### src/rtl/sfifo_pkg.sv
package sfifo_pkg;
  localparam logic [2:0] A_CTRL   = 3'd0;
  localparam logic [2:0] A_STATUS = 3'd1;
  localparam logic [2:0] A_FLAGS  = 3'd2;
  localparam logic [2:0] A_MASK   = 3'd3;
  localparam logic [2:0] A_TXL    = 3'd4;
  localparam logic [2:0] A_TXR    = 3'd5;
  localparam logic [2:0] A_RXL    = 3'd6;
  localparam logic [2:0] A_RXR    = 3'd7;

  localparam int NFLAG = 8;
  localparam int F_TXU = 0;  // +1 for right
  localparam int F_TXT = 2;
  localparam int F_RXO = 4;
  localparam int F_RXT = 6;

  // threshold code to words
  function automatic logic [5:0] thr_words(input logic [2:0] code);
    case (code)
      3'd0:    thr_words = 6'd2;
      3'd1:    thr_words = 6'd4;
      3'd2:    thr_words = 6'd8;
      default: thr_words = 6'd16;
    endcase
  endfunction
endpackage

### src/rtl/queue_ram.sv
module queue_ram #(
  parameter int DW    = 24,
  parameter int DEPTH = 32,
  localparam int AW   = $clog2(DEPTH)
) (
  input  logic          clk,
  input  logic          we,
  input  logic [AW-1:0] waddr,
  input  logic [DW-1:0] wdata,
  input  logic [AW-1:0] raddr,
  output logic [DW-1:0] rdata
);
  logic [DW-1:0] mem [DEPTH];

  always_ff @(posedge clk) begin
    if (we) mem[waddr] <= wdata;
  end

  assign rdata = mem[raddr];
endmodule

### src/rtl/stereo_queue.sv
module stereo_queue #(
  parameter int DW    = 24,
  parameter int DEPTH = 32,
  localparam int AW   = $clog2(DEPTH),
  localparam int CW   = $clog2(DEPTH/2 + 1)
) (
  input  logic          clk,
  input  logic          rst,
  input  logic          clr,
  input  logic          push,
  input  logic [DW-1:0] push_data,
  input  logic          pop,
  output logic [DW-1:0] head,
  output logic          wr_right,
  output logic          rd_right,
  output logic [CW-1:0] cnt_l,
  output logic [CW-1:0] cnt_r,
  output logic          full,
  output logic          empty
);
  logic [AW-1:0] wp, rp;
  logic [CW:0]   total;
  logic          do_push, do_pop;
  logic          inc_l, inc_r, dec_l, dec_r;

  assign total   = {1'b0, cnt_l} + {1'b0, cnt_r};
  assign full    = (total == (CW+1)'(DEPTH));
  assign empty   = (total == '0);
  assign do_push = push && !full;
  assign do_pop  = pop && !empty;
  assign inc_l   = do_push && !wr_right;
  assign inc_r   = do_push &&  wr_right;
  assign dec_l   = do_pop  && !rd_right;
  assign dec_r   = do_pop  &&  rd_right;

  queue_ram #(.DW(DW), .DEPTH(DEPTH)) u_ram (
    .clk   (clk),
    .we    (do_push),
    .waddr (wp),
    .wdata (push_data),
    .raddr (rp),
    .rdata (head)
  );

  always_ff @(posedge clk) begin
    if (rst || clr) begin
      wp       <= '0;
      rp       <= '0;
      wr_right <= 1'b0;
      rd_right <= 1'b0;
      cnt_l    <= '0;
      cnt_r    <= '0;
    end else begin
      if (do_push) begin
        wp       <= wp + 1'b1;
        wr_right <= ~wr_right;
      end
      if (do_pop) begin
        rp       <= rp + 1'b1;
        rd_right <= ~rd_right;
      end
      cnt_l <= cnt_l + CW'(inc_l) - CW'(dec_l);
      cnt_r <= cnt_r + CW'(inc_r) - CW'(dec_r);
    end
  end
endmodule

### src/rtl/stereo_fifo_ctrl.sv
module stereo_fifo_ctrl
  import sfifo_pkg::*;
#(
  parameter int DW    = 24,
  parameter int DEPTH = 32,
  localparam int HALF = DEPTH / 2,
  localparam int CW   = $clog2(HALF + 1)
) (
  input  logic          clk,
  input  logic          rst,
  input  logic          reg_wr,
  input  logic          reg_rd,
  input  logic [2:0]    reg_addr,
  input  logic [31:0]   reg_wdata,
  output logic [31:0]   reg_rdata,
  input  logic          tx_pop,
  output logic          tx_avail,
  output logic [DW-1:0] tx_sample,
  output logic          tx_sample_right,
  input  logic          rx_push,
  input  logic          rx_push_right,
  input  logic [DW-1:0] rx_sample,
  output logic          irq,
  output logic          tx_dma_req,
  output logic          rx_dma_req
);
  // control state
  logic             tx_clr, rx_clr, tx_dma_en, rx_dma_en;
  logic [2:0]       thr_code [4];   // txL, txR, rxL, rxR
  logic [NFLAG-1:0] flags_q, mask_q, set_v, w1c;
  logic [31:0]      ctrl_word, status_word;

  // queue views
  logic [DW-1:0] rx_head;
  logic          tx_wr_right, tx_rd_right, rx_wr_right, rx_rd_right;
  logic          tx_full, tx_empty, rx_full, rx_empty;
  logic [CW-1:0] tx_cnt_l, tx_cnt_r, rx_cnt_l, rx_cnt_r;
  logic [CW-1:0] tx_cnt [2];
  logic [CW-1:0] rx_cnt [2];
  logic [1:0]    tx_trig, rx_trig;

  // access decode
  logic tx_wr, tx_wr_ch, tx_accept;
  logic rx_rd, rx_rd_ch, rx_rd_ok, rx_accept;
  logic underrun, overrun;

  assign tx_wr     = reg_wr && (reg_addr == A_TXL || reg_addr == A_TXR);
  assign tx_wr_ch  = (reg_addr == A_TXR);
  assign tx_accept = tx_wr && (tx_wr_ch == tx_wr_right) &&
                     ((tx_wr_ch ? tx_cnt_r : tx_cnt_l) != CW'(HALF));
  assign rx_rd     = reg_rd && (reg_addr == A_RXL || reg_addr == A_RXR);
  assign rx_rd_ch  = (reg_addr == A_RXR);
  assign rx_rd_ok  = rx_rd && (rx_rd_ch == rx_rd_right) && !rx_empty;
  assign rx_accept = rx_push && !rx_full && (rx_push_right == rx_wr_right);
  assign underrun  = tx_pop && tx_empty;
  assign overrun   = rx_push && !rx_accept;

  stereo_queue #(.DW(DW), .DEPTH(DEPTH)) u_txq (
    .clk       (clk),
    .rst       (rst),
    .clr       (tx_clr),
    .push      (tx_accept),
    .push_data (reg_wdata[DW-1:0]),
    .pop       (tx_pop),
    .head      (tx_sample),
    .wr_right  (tx_wr_right),
    .rd_right  (tx_rd_right),
    .cnt_l     (tx_cnt_l),
    .cnt_r     (tx_cnt_r),
    .full      (tx_full),
    .empty     (tx_empty)
  );

  stereo_queue #(.DW(DW), .DEPTH(DEPTH)) u_rxq (
    .clk       (clk),
    .rst       (rst),
    .clr       (rx_clr),
    .push      (rx_accept),
    .push_data (rx_sample),
    .pop       (rx_rd_ok),
    .head      (rx_head),
    .wr_right  (rx_wr_right),
    .rd_right  (rx_rd_right),
    .cnt_l     (rx_cnt_l),
    .cnt_r     (rx_cnt_r),
    .full      (rx_full),
    .empty     (rx_empty)
  );

  assign tx_cnt[0] = tx_cnt_l;
  assign tx_cnt[1] = tx_cnt_r;
  assign rx_cnt[0] = rx_cnt_l;
  assign rx_cnt[1] = rx_cnt_r;

  // per-channel threshold comparators
  for (genvar ch = 0; ch < 2; ch++) begin : g_trig
    assign tx_trig[ch] = (int'(HALF) - int'(tx_cnt[ch])) >= int'(thr_words(thr_code[ch]));
    assign rx_trig[ch] = int'(rx_cnt[ch]) >= int'(thr_words(thr_code[2+ch]));
  end

  always_comb begin
    set_v                    = '0;
    set_v[F_TXU]             = underrun && !tx_rd_right;
    set_v[F_TXU+1]           = underrun &&  tx_rd_right;
    set_v[F_TXT]             = tx_trig[0];
    set_v[F_TXT+1]           = tx_trig[1];
    set_v[F_RXO]             = overrun && !rx_push_right;
    set_v[F_RXO+1]           = overrun &&  rx_push_right;
    set_v[F_RXT]             = rx_trig[0];
    set_v[F_RXT+1]           = rx_trig[1];
    w1c = (reg_wr && reg_addr == A_FLAGS) ? reg_wdata[NFLAG-1:0] : '0;
  end

  always_comb begin
    ctrl_word = {9'b0, thr_code[3], 1'b0, thr_code[2], 1'b0, thr_code[1],
                 1'b0, thr_code[0], 4'b0, rx_dma_en, tx_dma_en, rx_clr, tx_clr};
    status_word     = '0;
    status_word[17] = (tx_cnt_l == CW'(HALF));
    status_word[16] = (tx_cnt_r == CW'(HALF));
    status_word[1]  = (rx_cnt_l == '0);
    status_word[0]  = (rx_cnt_r == '0);
  end

  always_ff @(posedge clk) begin
    if (rst) begin
      tx_clr    <= 1'b0;
      rx_clr    <= 1'b0;
      tx_dma_en <= 1'b0;
      rx_dma_en <= 1'b0;
      for (int i = 0; i < 4; i++) thr_code[i] <= '0;
      mask_q    <= '0;
      flags_q   <= '0;
      reg_rdata <= '0;
    end else begin
      flags_q <= (flags_q & ~w1c) | set_v;
      if (reg_wr && reg_addr == A_CTRL) begin
        tx_clr      <= reg_wdata[0];
        rx_clr      <= reg_wdata[1];
        tx_dma_en   <= reg_wdata[2];
        rx_dma_en   <= reg_wdata[3];
        thr_code[0] <= reg_wdata[10:8];
        thr_code[1] <= reg_wdata[14:12];
        thr_code[2] <= reg_wdata[18:16];
        thr_code[3] <= reg_wdata[22:20];
      end
      if (reg_wr && reg_addr == A_MASK) mask_q <= reg_wdata[NFLAG-1:0];
      if (reg_rd) begin
        case (reg_addr)
          A_CTRL:   reg_rdata <= ctrl_word;
          A_STATUS: reg_rdata <= status_word;
          A_FLAGS:  reg_rdata <= 32'(flags_q);
          A_MASK:   reg_rdata <= 32'(mask_q);
          default:  reg_rdata <= rx_rd_ok ? 32'(rx_head) : '0;
        endcase
      end
    end
  end

  assign tx_avail        = !tx_empty;
  assign tx_sample_right = tx_rd_right;
  assign irq             = |(flags_q & mask_q);
  assign tx_dma_req      = tx_dma_en && (|tx_trig);
  assign rx_dma_req      = rx_dma_en && (|rx_trig);
endmodule

### config.mk
export PLATFORM = sky130hd
export DESIGN_NAME = stereo_fifo_ctrl
export DESIGN_NICKNAME = d
export VERILOG_FILES = /design/src/rtl/sfifo_pkg.sv /design/src/rtl/queue_ram.sv /design/src/rtl/stereo_queue.sv /design/src/rtl/stereo_fifo_ctrl.sv
export SDC_FILE = /design/constraint.sdc
export NUM_CORES = 2
export LEC_CHECK = 0
export ABC_AREA = 1
export BUFFER_PORTS_ARGS = -buffer_cell sky130_fd_sc_hd__buf_4
export CAP_MARGIN = 15
export CORE_ASPECT_RATIO = 2
export CORE_MARGIN = 4
export CORE_UTILIZATION = 35
export CTS_CLUSTER_DIAMETER = 100
export DETAILED_ROUTE_END_ITERATION = 10
export PLACE_DENSITY_LB_ADDON = 0.12
export SETUP_SLACK_MARGIN = 0.05
export SLEW_MARGIN = 20
export SYNTH_ARGS = -nofsm -noshare
export SYNTH_HDL_FRONTEND = slang
export SYNTH_HIERARCHICAL = 1
export SYNTH_SLANG_ARGS = --single-unit
### constraint.sdc
create_clock -name clk -period 5.5 [get_ports clk]
set_clock_uncertainty 0.2 [all_clocks]
set_input_delay 0.825 -clock clk [delete_from_list [all_inputs] [get_ports clk]]
set_output_delay 0.825 -clock clk [all_outputs]
set_load 0.02 [all_outputs]
Word level (Yosys, flattened, before mapping)
Memories as Yosys holds them, arrays and structs flattened. A register that Yosys moved wholly into a read port is not among the register bits.
Index checks and enable logic that the tools add are counted.
Widths: inputs -> output; s select.
{"block": "word_totals", "ff_bits": 96, "ramBits": 1548, "in_bits": 66, "out_inout_bits": 61, "mem_count": 3}
{"block": "op_classes", "add_sub_neg": 16, "magnitude_cmp": 4, "eq_ne": 23, "n_mux": 25, "bitwise_logic": 12, "reduce_logical": 57}
{"name": "u_rxq.u_ram.mem", "depth": 32, "width": 24, "read_ports": 1, "rd_ports_with_merged_regs": 1, "wr": 1, "line_no": "queue_ram.sv:13", "rtl": "logic [DW-1:0] mem [DEPTH];"}
{"name": "u_txq.u_ram.mem", "depth": 32, "width": 24, "read_ports": 1, "rd_ports_with_merged_regs": 1, "wr": 1, "line_no": "queue_ram.sv:13"}
{"name": "thr_code", "depth": 4, "width": 3, "read_ports": 4, "rd_ports_with_merged_regs": 0, "wr": 4, "line_no": "stereo_fifo_ctrl.sv:29", "rtl": "logic [2:0] thr_code [4];"}
{"operator": "$pmux 24 s4", "n": 1}
{"operator": "$pmux 5 s3", "n": 4}
{"operator": "$logic_and 1x1->1", "n": 31}
{"operator": "$mux 5", "n": 5}
{"operator": "$mux 24", "n": 1}
{"operator": "$add 5x1->5", "n": 4}
{"operator": "$add 5x1->5 const B", "n": 4}
{"operator": "$sub 5x1->5", "n": 4}
{"operator": "$eq 3x2->1 const B", "n": 6}
{"operator": "$and 8x8->8", "n": 2}
{"operator": "$eq 3x1->1 const B", "n": 5}
{"operator": "$logic_not 3->1", "n": 5}
{"operator": "$add 5x5->6", "n": 2}
{"operator": "$eq 3x3->1 const B", "n": 4}
{"operator": "$eq 6x6->1 const B", "n": 2}
{"operator": "$ge 5x6->1", "n": 2}
{"operator": "$ge 6x6->1", "n": 2}
{"operator": "$logic_not 6->1", "n": 2}
{"operator": "$mux 3", "n": 4}
{"operator": "$sub 5x5->6 const A", "n": 2}
{"operator": "$eq 5x5->1 const B", "n": 2}
{"operator": "$logic_not 1->1", "n": 10}
{"operator": "$logic_not 5->1", "n": 2}
{"operator": "$mux 1", "n": 9}
{"operator": "other kinds (10)", "n": 22}

Depth between registers and ports, before layout
{"block": "logic_depth", "ltp_word": 9, "depth_mapped": 26, "ltp_nobuf": 23}

Hierarchy
The synthesis kept the hierarchy.
{"module": "queue_ram", "instances": 2, "cells_per_inst": 2641, "area_per_inst_um2": 31280.0, "seq_area_each_um2": 23062.1}
{"module": "stereo_fifo_ctrl", "instances": 1, "cells_per_inst": 445, "area_per_inst_um2": 3205.6, "seq_area_each_um2": 1241.2}
{"module": "stereo_queue (u_rxq)", "instances": 1, "cells_per_inst": 220, "area_per_inst_um2": 1521.5, "seq_area_each_um2": 440.4}
{"module": "stereo_queue (u_txq)", "instances": 1, "cells_per_inst": 217, "area_per_inst_um2": 1505.2, "seq_area_each_um2": 440.4}

Worst setup path after synthesis
OpenSTA, ideal clock, no wires.
{"block": "synth_path", "kind": "register -> register", "start": "register u_rxq.cnt_l[0]", "end": "register u_rxq.cnt_r[4]", "setup_ns": 0.070, "t_arrival_ns": 3.942, "slack_ns": 1.288, "path_stages_with_launch": 26, "path_buffers": 3, "synth_period_minus_slack_ns": 4.212, "cell_sequence": "dfxtp_1 -> ha_1 -> fa_1 -> inv_1 -> nand2_1 -> nor2_4 -> nand2_1 -> nor2_2 -> nand2_2 -> buf_6 -> inv_1 -> nor3_2 -> nand2_1 -> nor2_2 -> buf_6 -> clkbuf_1 -> nand3_1 -> inv_1 -> ha_1 -> inv_1 -> ha_1 -> inv_1 -> fa_1 -> o31ai_1 -> o21ai_0 -> a21oi_1"}
{"item": "start: declaration", "line_no": "stereo_queue.sv:16", "rtl": "output logic [CW-1:0] cnt_l,"}
{"item": "start signal: assignment", "line_no": "stereo_queue.sv:62", "rtl": "cnt_l <= cnt_l + CW'(inc_l) - CW'(dec_l);"}
{"item": "$add 5x5->6", "line_no": "stereo_queue.sv:26", "rtl": "assign total = {1'b0, cnt_l} + {1'b0, cnt_r};"}
{"item": "$logic_not 6->1", "line_no": "stereo_queue.sv:28", "rtl": "assign empty = (total == '0);"}
{"item": "named net rx_empty", "line_no": "stereo_fifo_ctrl.sv:36", "rtl": "logic tx_full, tx_empty, rx_full, rx_empty;"}
{"item": "$logic_not 1->1", "line_no": "stereo_fifo_ctrl.sv:53", "rtl": "assign rx_rd_ok = rx_rd && (rx_rd_ch == rx_rd_right) && !rx_empty;"}
{"item": "$logic_and 1x1->1", "line_no": "stereo_fifo_ctrl.sv:53"}
{"item": "named net rx_rd_ok", "line_no": "stereo_fifo_ctrl.sv:44", "rtl": "logic rx_rd, rx_rd_ch, rx_rd_ok, rx_accept;"}
{"item": "$logic_and 1x1->1", "line_no": "stereo_queue.sv:30", "rtl": "assign do_pop = pop && !empty;"}
{"item": "$logic_and 1x1->1", "line_no": "stereo_queue.sv:34", "rtl": "assign dec_r = do_pop && rd_right;"}
{"item": "$sub 5x1->5", "line_no": "stereo_queue.sv:63", "rtl": "cnt_r <= cnt_r + CW'(inc_r) - CW'(dec_r);"}
{"item": "end signal: assignment", "line_no": "stereo_queue.sv:63"}
{"item": "end: declaration", "line_no": "stereo_queue.sv:17", "rtl": "output logic [CW-1:0] cnt_r,"}
The timed path passes the listed nets, and every way through them passes these cells.
A chain may end at the register's enable or synchronous reset.

==> out/results.txt <==
outcome = complete, no violations
leakage power total = 28.1 nW
PwrDens = 403 nW/um^2
share of cells above drive strength 1 = 0.0888
Async SR Flop Fraction = 0
yosys warns = 6
routed wire length = 211 mm
synthesized flop and latch total = 1636
startpoint types = flip-flop
Std-Cell Core Area = 195000 sq um
Hold-fix buffers, CTS = 0
RD Place Congestion = 0.796
hpwl dp = 127 mm
Syn Inst Count = 6164
total die area = 204000 sq um
Longest Clk Path Bufs = 4
Initial Util = 0.353
port bufs = 110
Layout Cell Area excl Fill = 77300 sq um
Synth Area in Simple Gates = 0.230
CTS Root Cell = clkbuf_16
mux cell area share after synthesis = 0
NumNets Final = 6351
Slew HR = 0.253
die width = 321 um
CP Cell Sequence = clkinv_8 > buf_12 > nand2_1 > nand3_1 > nand3_1 > nand2_1 > nand2_1 > nand2_1 > nand2_1 > nand2_1 > buf_4
# H-tree levels = 4
Hold Vio Cnt, Final = 0
WS Path Type = flip-flop to output pin
# IOs = 127
HP Class = input pin to flip-flop
global-route usage over all layers = 0.202
CTS tree = done
Slew @ Worst Pin = 1.12 ns
Most common cell on crit path = nand2_1
post-synth top area share = 0.676
crit path time final = 4.36 ns
Seq/Total Area, Yosys = 0.701
first-pass iteration count of the detailed router = 5
largest family of logic cells by synthesized area = simple AND/OR/NAND/NOR gates
DR WL/cell = 23.7 um
Pwr Total = 0.0312 W
Worst-Skew Late Latency = 0.82 ns
Peak Freq = 229 MHz
clock sink count = 1636
largest net degree at the start of global routing = 182
first-pass GRT wire length = 304 mm
# setup viols final = 0
Worst Path Max Fanout = 116
Worst EP arrival = 3.34 ns
DRT antenna net count = 0
most common cell after layout, fill and taps aside = nand2_1
DIE HEIGHT = 635 um
Syn Area/Cell = 11.2 sq um
initial antenna violation count = 14
xor and xnor fraction of the mapped netlist area = 0.00102
Final Cycle Share = 0.793
Post-Synth Adder-Cell Area = 0.0116
post-CTS sizing = 0
Post-CTS Setup Bufs = 0
Crit-path slowest cell = dfxtp_4
number of max-cap violations = 0
number of synthesized flops with an enable pin = 1548
Setup crit end kind = output pin
Yosys top cell by area = edfxtp_1
post-synthesis compound-gate area fraction = 0.0126
Rows = 229
number of buffers created by CTS = 165
Mapped Area = 68800 sq um
worst vdd ir = 0.273 mV
RSZ-0062 raised after global routing = false
Syn-to-layout area delta = 12.4%
synth unique cells = 42
DR iter-0 viols = 2821
vias in the first global route = 43.6k
GR Overflow Total = 0
Area after DPL = 72300 sq um
Final Max Slew Viols = 0
Top FF cell, synth = edfxtp_1
total number of vias = 44.9k
via/cell ratio = 5.05
clk slew on worst S/H paths = 0.07 ns
Worst path max stage delay = 0.42 ns
DRC viols = 0
setup TNS = 0 ns
CP Data Required Time = 4.47 ns
top area cells in the synthesized netlist = edfxtp_1 (68%), nand2_1 (13%), nand3_1 (8.9%), dfxtp_1 (2.6%), buf_2 (1.5%)
most frequent cells in the layout = nand2_1 (2348), edfxtp_1 (1548), nand3_1 (1224)
## worst max-delay path, delay by kind of cell, from the launching register on
family / cells / cell delay, ns
DFF: 1 / 0.42
and+or+nand+nor: 8 / 0.95
buffers and inverters: 3 / 1.00
## power by group
group / internal (W) / total, W / switching [W]
logic: 0.00188 / 0.00650 / 0.00462
registers: 0.0138 / 0.0140 / 0.000210
clock network: 0.00599 / 0.0107 / 0.00470
total: 0.0216 / 0.0312 / 0.00953
## routing by layer
layer | vias to the layer above | wire (um) | global-route usage
met1 | 22300 | 75100 | 0.213
li1 | 21400 | - | -
met5 | - | 0 | 0
met3 | 361 | 6950 | 0.0206
met2 | 942 | 120000 | 0.403
met4 | 0 | 9120 | 0.0818
## path summary, 6_finish.rpt
path,start,to,slack [ns],cells after the start
setup / recovery,u_txq/rp[0],tx_sample[23],1.14,11
hold / removal,rst,flags_q[2],0.16,2
setup reg to reg,u_rxq/cnt_l[0],u_rxq/cnt_l[4],1.29,22
hold reg to reg,reg_rdata[23],reg_rdata[23],0.26,2
## registers in the layout, indices dropped and copies added (netlist names)
signal           cells
u_rxq/u_ram/mem    768
u_txq/u_ram/mem    768
reg_rdata           24
thr_code            12
flags_q              8
mask_q               8
u_rxq/cnt_l          5
u_rxq/cnt_r          5
u_rxq/rp             5
u_rxq/wp             5
u_txq/cnt_l          5
u_txq/cnt_r          5
u_txq/rp             5
u_txq/wp             5
rx_clr               1
rx_dma_en            1
tx_clr               1
tx_dma_en            1
u_rxq/rd_right       1
u_rxq/wr_right       1
u_txq/rd_right       1
u_txq/wr_right       1
## per-stage QoR
step                hold slack [ns]   util  setup slack, ns  cells
floorplan                     0.239      -             1.29   6171
global placement              0.252  0.370             1.23   8595
detailed placement            0.257  0.371             1.27   8599
CTS                          0.0993  0.396            0.990   8882
global route                  0.142  0.396            0.931   8886
finish                        0.161  0.396             1.14   8889
## cell type report
class	count	area (sq um)
fill	18700	118000
sequential	1636	48300
multi-input combinational	4008	18100
clock buffer	202	4360
tap	2541	3180
timing repair buffer	245	2120
inverter	169	676
clock inverter	81	592
antenna	7	17.5
## cells by family after synthesis
logic type | count (synthesis)
AND/OR/NAND/NOR | 3775
flip-flops | 1636
buffers and inverters | 527
AO/OA/AOI/OAI | 157
adder cells (fa/ha/maj) | 60
XOR/XNOR | 8
other | 1
## cell usage after synthesis (8+ instances only)
cell type     n
edfxtp_1   1548
dfxtp_1      88
nand3_1    1224
nand2_1    2348
ha_1         54
nor3_1       10
a21oi_1      70
clkbuf_1     39
buf_1        10
nor2_1      159
a31oi_1      16
o21ai_0      47
nand4_1       8
buf_4        22
buf_2       202
buf_6        81
inv_1       161
Note: power is estimated with default switching activity, not from simulation.
